[config.mk]
export PLATFORM = sky130hd
export DESIGN_NAME = ind_bus_bridge
export DESIGN_NICKNAME = d
export VERILOG_FILES = /design/src/rtl/bib_pkg.sv /design/src/rtl/bib_regsel.sv /design/src/rtl/bib_cmd_engine.sv /design/src/rtl/ind_bus_bridge.sv
export SDC_FILE = /design/constraint.sdc
export NUM_CORES = 1
export LEC_CHECK = 0
export BUFFER_PORTS_ARGS = -buffer_cell sky130_fd_sc_hd__clkbuf_2
export CAP_MARGIN = 25
export CORE_ASPECT_RATIO = 1.25
export CORE_UTILIZATION = 49
export CTS_CLUSTER_DIAMETER = 80
export DETAILED_ROUTE_END_ITERATION = 16
export GPL_TIMING_DRIVEN = 0
export PLACE_DENSITY = 0.8
export RECOVER_POWER = 50
export SLEW_MARGIN = 20
export SYNTH_ARGS = -nofsm -noshare
export SYNTH_HDL_FRONTEND = slang
export SYNTH_HIERARCHICAL = 1
export SYNTH_SLANG_ARGS = --single-unit
[constraint.sdc]
create_clock -name clk -period 2.35 [get_ports clk]
set_clock_uncertainty 0.05 [all_clocks]
set_input_delay 0.47 -clock clk [delete_from_list [all_inputs] [get_ports clk]]
set_output_delay 0.47 -clock clk [all_outputs]
set_load 0.005 [all_outputs]
[src/rtl/bib_pkg.sv]
package bib_pkg;
    localparam int HOST_W       = 64;
    localparam int PADDR_W      = 32;
    localparam int PDATA_W      = 32;
    localparam int SIZE_W       = 4;
    localparam int MAX_BYTES    = 8;
    localparam int CMD_RD_BIT   = 48;
    localparam int CMD_SIZE_LO  = 56;
    localparam int STAT_DONE    = 11;
    localparam int STAT_DATA_LO = 26;

    typedef enum logic [1:0] {
        SEL_CMD  = 2'd0,
        SEL_RST  = 2'd1,
        SEL_STAT = 2'd2,
        SEL_DATA = 2'd3
    } bib_sel_e;

    typedef enum logic [1:0] {
        ENG_IDLE  = 2'd0,
        ENG_ISSUE = 2'd1,
        ENG_WAIT  = 2'd2
    } bib_state_e;

    typedef struct packed {
        logic               is_read;
        logic [SIZE_W-1:0]  size;
        logic [PADDR_W-1:0] addr;
    } bib_cmd_t;

    function automatic bib_cmd_t unpack_cmd(input logic [HOST_W-1:0] w);
        bib_cmd_t c;
        c.is_read = w[CMD_RD_BIT];
        c.size    = w[CMD_SIZE_LO +: SIZE_W];
        c.addr    = w[PADDR_W-1:0];
        return c;
    endfunction

    function automatic logic size_legal(input logic [SIZE_W-1:0] sz);
        return 32'(sz) <= MAX_BYTES;
    endfunction

    function automatic logic [HOST_W-1:0] make_status(input logic is_read,
                                                      input logic err,
                                                      input logic [PDATA_W-1:0] rd);
        logic [HOST_W-1:0] s;
        s = '0;
        s[STAT_DONE] = 1'b1;
        if (is_read)
            s[STAT_DATA_LO +: PDATA_W] = err ? {PDATA_W{1'b1}} : rd;
        return s;
    endfunction
endpackage

[src/rtl/bib_regsel.sv]
module bib_regsel
    import bib_pkg::*;
#(
    parameter int ADDR_W = 16
) (
    input  logic              host_valid,
    input  logic              host_write,
    input  logic [ADDR_W-1:0] host_addr,
    output bib_sel_e          sel,
    output logic              cmd_wr,
    output logic              data_wr,
    output logic              stat_rd
);
    localparam int SEL_LO = 3;

    logic unused_addr_bits;
    assign unused_addr_bits = ^{host_addr[ADDR_W-1:SEL_LO+2], host_addr[SEL_LO-1:0]};

    always_comb begin
        sel     = bib_sel_e'(host_addr[SEL_LO +: 2]);
        cmd_wr  = host_valid &&  host_write && (sel == SEL_CMD);
        data_wr = host_valid &&  host_write && (sel == SEL_DATA);
        stat_rd = host_valid && !host_write && (sel == SEL_STAT);
    end
endmodule

[src/rtl/bib_cmd_engine.sv]
module bib_cmd_engine
    import bib_pkg::*;
(
    input  logic               clk,
    input  logic               rst,
    input  logic               cmd_wr,
    input  bib_cmd_t           cmd_in,
    input  logic [PDATA_W-1:0] data_q,
    input  logic               stat_rd,
    input  logic               pb_resp,
    input  logic               pb_err,
    input  logic [PDATA_W-1:0] pb_rdata,
    output logic               pb_req,
    output logic               pb_write,
    output logic [PADDR_W-1:0] pb_addr,
    output logic [SIZE_W-1:0]  pb_size,
    output logic [PDATA_W-1:0] pb_wdata,
    output logic [HOST_W-1:0]  stat_q
);
    bib_state_e         state_q;
    bib_cmd_t           held_q;
    logic [PDATA_W-1:0] wdata_q;
    logic               accept;
    logic               in_flight;

    assign in_flight = (state_q != ENG_IDLE);
    assign accept    = cmd_wr && !in_flight && size_legal(cmd_in.size);

    always_ff @(posedge clk) begin
        if (rst) begin
            state_q <= ENG_IDLE;
            held_q  <= '0;
            wdata_q <= '0;
            stat_q  <= '0;
        end else begin
            case (state_q)
                ENG_IDLE:  if (accept) state_q <= ENG_ISSUE;
                ENG_ISSUE: state_q <= pb_resp ? ENG_IDLE : ENG_WAIT;
                ENG_WAIT:  if (pb_resp) state_q <= ENG_IDLE;
                default:   state_q <= ENG_IDLE;
            endcase

            if (accept) begin
                held_q  <= cmd_in;
                wdata_q <= data_q;
            end

            if (accept)
                stat_q <= '0;
            else if (in_flight && pb_resp)
                stat_q <= make_status(held_q.is_read, pb_err, pb_rdata);
            else if (stat_rd)
                stat_q <= '0;
        end
    end

    assign pb_req   = (state_q == ENG_ISSUE);
    assign pb_write = !held_q.is_read;
    assign pb_addr  = held_q.addr;
    assign pb_size  = held_q.size;
    assign pb_wdata = wdata_q;
endmodule

[src/rtl/ind_bus_bridge.sv]
module ind_bus_bridge
    import bib_pkg::*;
#(
    parameter int ADDR_W = 16
) (
    input  logic                 clk,
    input  logic                 rst,
    input  logic                 host_valid,
    input  logic                 host_write,
    input  logic [ADDR_W-1:0]    host_addr,
    input  logic [HOST_W-1:0]    host_wdata,
    output logic [HOST_W-1:0]    host_rdata,
    output logic                 pb_req,
    output logic                 pb_write,
    output logic [PADDR_W-1:0]   pb_addr,
    output logic [SIZE_W-1:0]    pb_size,
    output logic [PDATA_W-1:0]   pb_wdata,
    input  logic                 pb_resp,
    input  logic                 pb_err,
    input  logic [PDATA_W-1:0]   pb_rdata
);
    bib_sel_e           sel;
    logic               cmd_wr, data_wr, stat_rd;
    logic [PDATA_W-1:0] data_q;
    logic [HOST_W-1:0]  stat_q;
    bib_cmd_t           cmd_in;

    bib_regsel #(.ADDR_W(ADDR_W)) u_sel (
        .host_valid (host_valid),
        .host_write (host_write),
        .host_addr  (host_addr),
        .sel        (sel),
        .cmd_wr     (cmd_wr),
        .data_wr    (data_wr),
        .stat_rd    (stat_rd)
    );

    assign cmd_in = unpack_cmd(host_wdata);

    always_ff @(posedge clk) begin
        if (rst)
            data_q <= '0;
        else if (data_wr)
            data_q <= host_wdata[HOST_W-1 -: PDATA_W];
    end

    bib_cmd_engine u_eng (
        .clk      (clk),
        .rst      (rst),
        .cmd_wr   (cmd_wr),
        .cmd_in   (cmd_in),
        .data_q   (data_q),
        .stat_rd  (stat_rd),
        .pb_resp  (pb_resp),
        .pb_err   (pb_err),
        .pb_rdata (pb_rdata),
        .pb_req   (pb_req),
        .pb_write (pb_write),
        .pb_addr  (pb_addr),
        .pb_size  (pb_size),
        .pb_wdata (pb_wdata),
        .stat_q   (stat_q)
    );

    always_comb begin
        host_rdata = '0;
        if (host_valid && !host_write) begin
            case (sel)
                SEL_STAT: host_rdata = stat_q;
                SEL_DATA: host_rdata = {data_q, {(HOST_W-PDATA_W){1'b0}}};
                default:  host_rdata = '0;
            endcase
        end
    end
endmodule

-- Word-level counts from Yosys, hierarchy flattened
Index checks and enable logic that the tools add are counted.
- bits in registers: 136
- word-level logic and storage cells: 41
- input port bits: 118
- mux-type cells: 10
- equal/unequal tests: 6
- $lt $le $gt $ge: 1
- reduce and logical (&&, ||, !) cells: 17
- operators with widths (kind ; count):
    one-hot mux 64 bit (2 select lines) ; 1
    2-to-1 mux 58 bit ; 2
    2-to-1 mux 32 bit ; 2
    2-to-1 mux 64 bit ; 1
    logical AND 1 bit ; 8
    == test 2 bit (second input constant) ; 3
    2-to-1 mux 2 bit ; 3
    one-hot mux 2 bit (3 select lines) ; 1
    less-or-equal comparator 4 bit (second input constant) ; 1
    zero test 2 bit ; 2
    nonzero test 2 bit ; 2
    zero test 1 bit ; 3
    == test 2 x 1 -> 1 bit (second input constant) ; 1
    != test 2 x 1 -> 1 bit (second input constant) ; 1
    != test 2 bit (second input constant) ; 1
    AND reduction 2 bit ; 1
    OR reduction 2 bit ; 1

-- Longest topological paths before layout
Gate-level depths: netlist of the first run.
- word-level depth: 6
- gate-level depth with buffers: 6

-- By module
The synthesis of the first run kept the hierarchy.
- modules (own cells, without submodules) (module ; sequential area each (um2) ; area an instance (um2) ; cells each ; times used):
    bib_cmd_engine ; 2082.0 ; 4727.0 ; 549 ; 1
    ind_bus_bridge ; 640.6 ; 1819.2 ; 211 ; 1
    bib_regsel ; 0.0 ; 50.0 ; 5 ; 1

-- Least setup slack after synthesis of the first run
OpenSTA, ideal clock, no wires.
- kind: input to output
- start point: input host_addr[3]
- end point: output host_rdata[11]
- path buffers: 3
- path slack: 511 ps
- data arrival time: 1319 ps
- cell stages on the path: 5
- required time: 1830 ps
- cells stage by stage: buf_4 -> buf_2 -> and4bb_1 -> clkbuf_2 -> and2_1
- word-level cells in the longest chain between the ends: 3
- elaborated cells on any way between the ends: 4
- RTL lines (what ; RTL line ; text):
    from (decl) ; ind_bus_bridge.sv:10 ; input logic [ADDR_W-1:0] host_addr,
    == test 2 bit ; ind_bus_bridge.sv:68 ; case (sel)
    one-hot mux 64 bit (2 select lines) * ; ind_bus_bridge.sv:68 ;
    2-to-1 mux 64 bit * ; ind_bus_bridge.sv:67 ; if (host_valid && !host_write) begin
    to (decl) ; ind_bus_bridge.sv:12 ; output logic [HOST_W-1:0] host_rdata,
Every way passes the cells marked *; elsewhere a longest branch is shown, timed or not.

-- Worst setup path after layout of the first run
- start point: input host_addr[3]
- end point: output host_rdata[27]
The elaborated chain is that of the path after synthesis.

==> summary.txt, run 1 <==
CTS
  – Post-CTS Setup Inserts: 0
  – CTS Root Cell: clkbuf_16
  – Clock sinks: 136
  – Worst-skew pair later-pin latency: ~400 ps
  – TritonCTS clock tree: done
  – Clk buf depth: 2
  – Clock-pin slew on the worst setup and hold paths: 50 ps
  – Clock H-tree levels: 4
  – Num CTS Buffers: 17

Placed design
  – DP Wirelength: 13600 um
  – DP Worst Slack: between 1 and 1.5 ps
  – GP Congestion: approximately 0.81
  – IO buf count: between 200 and 250

Critical path
  – Worst Path Required: approximately 1800 ps
  – CP arrival: ~1700 ps
  – Critical path class: in -> out
  – CP Launch Type: input pin
  – Crit. End Element: primary output
  – Worst-path maximum fanout: 10

Logic synthesis
  – Mapped Cells: ~770
  – Yosys top cell by area: dfxtp_1
  – Post-synth top area share: roughly 41%
  – Yosys reg bits: around 140
  – Yosys warnings: 6
  – Count of cell types in the netlist: 34
  – Synth top cells by count: dfxtp_1, a21oi_1, buf_4
  – Syn_area_per_cell: 8.62 um2
  – Sequential fraction of the synthesis area: roughly 41%
  – Synth async-reset ratio: 0%
  – Top FF cell, synth: dfxtp_1
  – Synthesized area: ~6600 um2
  – Number of synthesized flops with an enable pin: 0
  – Largest cells by area after synthesis: dfxtp_1, mux2i_1, buf_4, a21oi_1, nand4_1
  – Most frequent cell after synthesis: dfxtp_1

STA
  – Setup violations, final: 0
  – Period utilisation layout: between 90 and 100%
  – Max_slew headroom: 38.8%
  – RSZ-0062 raised after global routing: no
  – Worst Max-Slew Pin Slew: slightly above 900 ps
  – Fin. Hold Viols: 0
  – Worst Slack Setup Final: 115 ps
  – TNS Setup: 0 ps
  – FMAX: about 450 MHz
  – Final Max Slew Viols: 0
  – Min Tclk post-route: roughly 2200 ps

GRT
  – First-pass GRT wire length: between 20000 and 30000 um
  – Largest net degree at the start of global routing: 17
  – Number of global-route vias before repair: 5694
  – Gr ovfl total: 0
  – Initial antenna violation count: 0
  – Overall Global Routing Usage: between 20% and 30%

Drt
  – Drt pass-1 iters: 5
  – DRT iter0 DRCs: between 300 and 400
  – Wire per inst: between 15 and 20 um
  – Via density: between 5 and 6
  – Vias: ~6200
  – # DRC: 0
  – Post-route antenna net violation count: 0
  – Final WL: 18200 um

Floorplanning
  – Initial core utilization: between 50% and 60%
  – Core Area: between 10000 and 15000 um2
  – Num rows: 47
  – Die Ht: roughly 130 um
  – Boundary Pins: about 250
  – Die width: 106 um
  – Die Area: 13900 um2

Cells and area
  – Antenna Cells: 0
  – Synthesis-to-layout area growth: 28.6%
  – Share of cells above drive strength 1: between 20% and 30%
  – Nets@finish: roughly 1100

Pwr
  – Pleak: around 3.5 nW
  – PD cells: ~640 nW/um2
  – Peak VDD IR: between 300 and 400 uV

Worst hold path
  – Hold WC Path Type: in -> reg

Status
  – Outcome: finished, final reports clean

Run
  – Max-cap violations: 0
[cell usage in the layout, fill, tap and decap left out, drive strengths merged, types with 2 or more instances in the layout]
cell type,instances
nand2,8
clkbuf,309
clkinv,4
mux2i,68
buf,68
dfxtp,136
conb,31
nor2,66
a21oi,98
bufinv,3
and2,32
o21ai,99
nor3,2
nand3b,33
clkinvlp,2
nand4,65
and4bb,3
[stage by stage]
stage | utilization [%] | hold WS (ps) | std cells | area [um2] | total power, W
2_1_floorplan | - | 385 | 795 | 6710 | 0.00266
3_3_place_gp | 60.6 | 394 | 1178 | 7980 | 0.00283
3_5_place_dp | 60.6 | 406 | 1178 | 7980 | 0.00284
4_1_cts | 65.0 | 209 | 1207 | 8570 | 0.00547
5_1_grt | 64.4 | 214 | 1207 | 8490 | 0.00563
6_report | 64.4 | 221 | 1207 | 8490 | 0.00544
[report_power, final]
group	leakage, nW	internal, W	switching (W)
registers	1.10	0.00233	0.0000161
logic	2.14	0.000198	0.000243
clock network	0.281	0.00171	0.000950
total	3.51	0.00423	0.00121
[sequential cells by signal, indices dropped and copies added, names as in the netlist]
signal,flops
data_q,32
u_eng/held_q,1
u_eng/pb_addr,32
u_eng/pb_size,4
u_eng/pb_wdata,32
u_eng/stat_q,33
u_eng/state_q,2
[cell families after synthesis]
logic type,Yosys count,share of synthesized area [%]
compound gates,200,15.7
xor+xnor,1,0.133
buf+inv,146,13.9
flops,136,41.3
mux,68,10.3
other cells,1,0.0568
simple gates,213,18.6
[repair_timing]
action | CTS | global route
gates resized for setup | 1 | 1
endpoints found under the setup margin | 1 | 3
hold buffers | 0 | 0
[layout make-up]
| type | count | area, um2 |
|---|---|---|
| multi-input cells | 513 | 3040 |
| repair buffers | 212 | 1020 |
| fillers | 1229 | 4690 |
| inverters | 2 | 7.51 |
| clock inverters | 8 | 124 |
| well taps | 171 | 214 |
| plain buffers | 144 | 896 |
| clock buffers | 21 | 460 |
| flip-flops and latches | 136 | 2720 |
[per-layer routing]
metal / GRT usage [%] / part of all wire, % / vias up / wire length, um
met5: 0 / 0 / - / 0
met4: 10.1 / 2.3 / 0 / 415
met3: 5.70 / 5.5 / 28 / 1010
met2: 44.5 / 50 / 210 / 9040
met1: 32.0 / 42 / 2850 / 7700
li1: - / - / 3125 / -
[worst paths after layout]
check	start	end	slack [ps]	cells past startpoint
max reg2reg	u_eng/state_q[0]$_SDFFE_PP0P_	u_eng/stat_q[11]$_SDFFE_PP0P_	330	4
min reg2reg	u_eng/pb_size[1]$_SDFFE_PP0P_	u_eng/pb_size[1]$_SDFFE_PP0P_	410	2
max	host_addr[3]	host_rdata[27]	110	7
min	pb_resp	u_eng/state_q[1]$_SDFFE_PP0P_	220	2
[critical path: stages]
cell and delay (ps):
clkbuf_2 120, buf_4 130, buf_2 170, and4bb_4 380
clkbuf_2 200, and2_1 140, clkbuf_2 110
No activity file was read; power rests on OpenSTA's default activity.
==> inputs of run 2 (changes only) <==
CORE_MARGIN = 8   (was default)
clock period = 2.3 ns   (was 2.35 ns; I/O delays follow)
==> run 2 against run 1 <==
Compared with the run above: clock power shrank 3%; final cell count increased by 0.25%; die area up 25%; global-route usage fell by 3.8 points; first-iteration DRC count rose by 6.8%; critical endpoint is now host_rdata[11]; highest routed layer unchanged.
==> summary.txt, run 2 (synthesis gave the netlist of run 1 again) <==
Status
  – Outcome: finished, final reports clean

CTS
  – Hold buffer count at cts: 0 (unchanged)
  – CTS Root Cell: clkbuf_16
  – Clk buf depth: 2 (unchanged)
  – Clock H-tree levels: 4 (unchanged)
  – Worst-skew pair later-pin latency: 410 ps (about the same)
  – Clock sinks: 136 (unchanged)
  – Clock-pin slew on the worst setup and hold paths: 60 ps (about the same)
  – TritonCTS clock tree: done
  – Num CTS Buffers: 17 (unchanged)

Cells and area
  – Fin area: 8430 um2 (-0.60%)
  – Most frequent cells in the layout: clkbuf_2, dfxtp_1, clkbuf_1
  – Share of cells above drive strength 1: 27.3% (-1.8 points)
  – Antenna Cells: 0 (unchanged)
  – Synthesis-to-layout area growth: 27.9%
  – Commonest non-fill, non-tap cell in the layout: clkbuf_2
  – Final cell count without fillers: 1210 (+0.25%)
  – Final Util: 64.0% (-0.39 points)
  – Nets@finish: 1144 (unchanged)
  – Top reg by flops: u_eng/stat_q
  – Max reg flops: 33 (unchanged)

GRT
  – Largest net degree at the start of global routing: 17 (unchanged)
  – First-pass GRT wire length: 31600 um (+9.8%)
  – Overall Global Routing Usage: 22.3% (-3.8 points)
  – Number of global-route vias before repair: 6112 (+7.3%)
  – Gr ovfl total: 0 (unchanged)
  – Initial antenna violation count: 0 (unchanged)

STA
  – Max_slew headroom: 39.0% (+0.24 points)
  – Setup violations, final: 0 (unchanged)
  – TNS Setup: 0 ps (unchanged)
  – Worst Max-Slew Pin Slew: 915 ps (+2.58 ps)
  – Final Max Slew Viols: 0 (unchanged)
  – Period utilisation layout: a little over nine tenths
  – RSZ-0062 raised after global routing: no
  – FMAX: 456 MHz
  – Fin. Hold Viols: 0 (unchanged)
  – Min Tclk post-route: around 2200 ps

Pwr
  – PD cells: 642 nW/um2 (about the same)
  – Pleak: 3.44 nW (-2.0%)
  – Peak VDD IR: 372 uV (+7.9%)

Run
  – Max-cap violations: 0 (unchanged)

Drt
  – Metal2 WL: 10400 um (+15%)
  – Vias: 6191 (-0.35%)
  – Routed length on met3: 1270 um (+26%)
  – Drt pass-1 iters: 5 (unchanged)
  – DRT iter0 DRCs: 395 (+6.8%)
  – WL met1: 8040 um (+4.4%)
  – Top sig layer: met4
  – Final WL: 20100 um (+11%)
  – Via density: 5.12 (-0.60%)
  – Post-route antenna net violation count: 0 (unchanged)
  – Wire per inst: 16.6 um (+10%)
  – # DRC: 0 (unchanged)

Floorplanning
  – Die Area: 17500 um2 (+25%)
  – Die width: 120 um (+13%)
  – Num rows: 47 (unchanged)
  – Die Ht: 146 um (+11%)
  – Boundary Pins: 252 (unchanged)
  – Core Area: 13200 um2 (unchanged)
  – Initial core utilization: 50.1% (unchanged)

Critical path
  – Worst r2r dst: u_eng/stat_q[11]$_SDFFE_PP0P_
  – Critical path class: in -> out
  – Worst-path maximum fanout: 10 (unchanged)
  – CP Launch Point: host_addr[3]
  – Crit path to: host_rdata[11]
  – Crit. End Element: primary output
  – CP Launch Type: input pin
  – Reg2Reg Depth: 4 (unchanged)
  – FF-to-FF Start: u_eng/state_q[0]$_SDFFE_PP0P_
  – CP arrival: 1680 ps (-40 ps)
  – Flop-to-flop setup slack: 310 ps (-20 ps)
  – Worst Path Required: 1790 ps (-40 ps)

Placed design
  – Dpl cells: 1178 (unchanged)
  – Post-place instance area: 7980 um2 (unchanged)
  – IO buf count: 212 (unchanged)
  – DP Wirelength: 15400 um (+14%)
  – GP Congestion: 0.798 (-1.5%)

Worst hold path
  – Hold WC Path Type: in -> reg
[run 2: cell count changes in the layout (fill, tap and decap cells not counted), moves of 2 or more]
cell       before  now
bufinv_16       3    1
clkbuf_4       27   11
clkbuf_2      181  159
buf_4          47   63
clkbuf_1       82  102
clkinv_2        2    5
inv_6           0    3
[run 2: worst min-delay path by stage]
stage,endpoint,slack (ps),cells past startpoint,from
global route,u_eng/state_q[1]$_SDFFE_PP0P_,190,2,pb_resp
floorplan,u_eng/pb_size[0]$_SDFFE_PP0P_,390,2,u_eng/pb_size[0]$_SDFFE_PP0P_
detailed placement,u_eng/pb_wdata[25]$_SDFFE_PP0P_,410,2,u_eng/pb_wdata[25]$_SDFFE_PP0P_
CTS,u_eng/state_q[1]$_SDFFE_PP0P_,190,2,pb_resp
global placement,u_eng/pb_size[0]$_SDFFE_PP0P_,390,2,u_eng/pb_size[0]$_SDFFE_PP0P_
finish,u_eng/state_q[1]$_SDFFE_PP0P_,200,2,pb_resp
[run 2: area by class of cell]
class / count / area, um2
fillers: 1232 / 4740
multi-input cells: 513 / 3040
flip-flops and latches: 136 / 2720
repair buffers: 212 / 990
plain buffers: 144 / 896
clock buffers: 18 / 439
well taps: 171 / 214
clock inverters: 14 / 121
inverters: 2 / 7.51
[run 2: what timing repair did]
item                                    in CTS  in global routing
endpoints found under the setup margin       1                  7
hold endpoints to repair                     0                  0
buffers inserted                             0                  0
resized for setup                            1                  1
[run 2: routing by layer]
layer	up-vias	GRT usage, %
met3	29	6.37
met5	-	0
met2	193	39.7
met4	0	8.58
li1	3125	-
met1	2844	24.4
[run 2: through the flow]
| stage | worst slack, ps | hold WS, ps | total power [W] |
|---|---|---|---|
| 6_report | 107 | 196 | 0.00541 |
| 5_1_grt | 27.1 | 194 | 0.00560 |
| 4_1_cts | 38.3 | 188 | 0.00546 |
| 3_5_place_dp | -11.7 | 407 | 0.00290 |
| 3_3_place_gp | -9.95 | 392 | 0.00290 |
| 2_1_floorplan | 481 | 385 | 0.00272 |
[run 2: critical path, cell delays in order]
cell      delay (ps)
clkbuf_2         100
buf_4            120
buf_2            170
and4bb_4         380
clkbuf_2         200
and2_1           140
clkbuf_2         110
[run 2: power breakdown]
group          leakage (nW)  switching, W  total, W  internal (W)
sequential             1.10     0.0000171   0.00240       0.00238
clock                 0.273       0.00105   0.00257       0.00152
combinational          2.07      0.000248  0.000450      0.000201
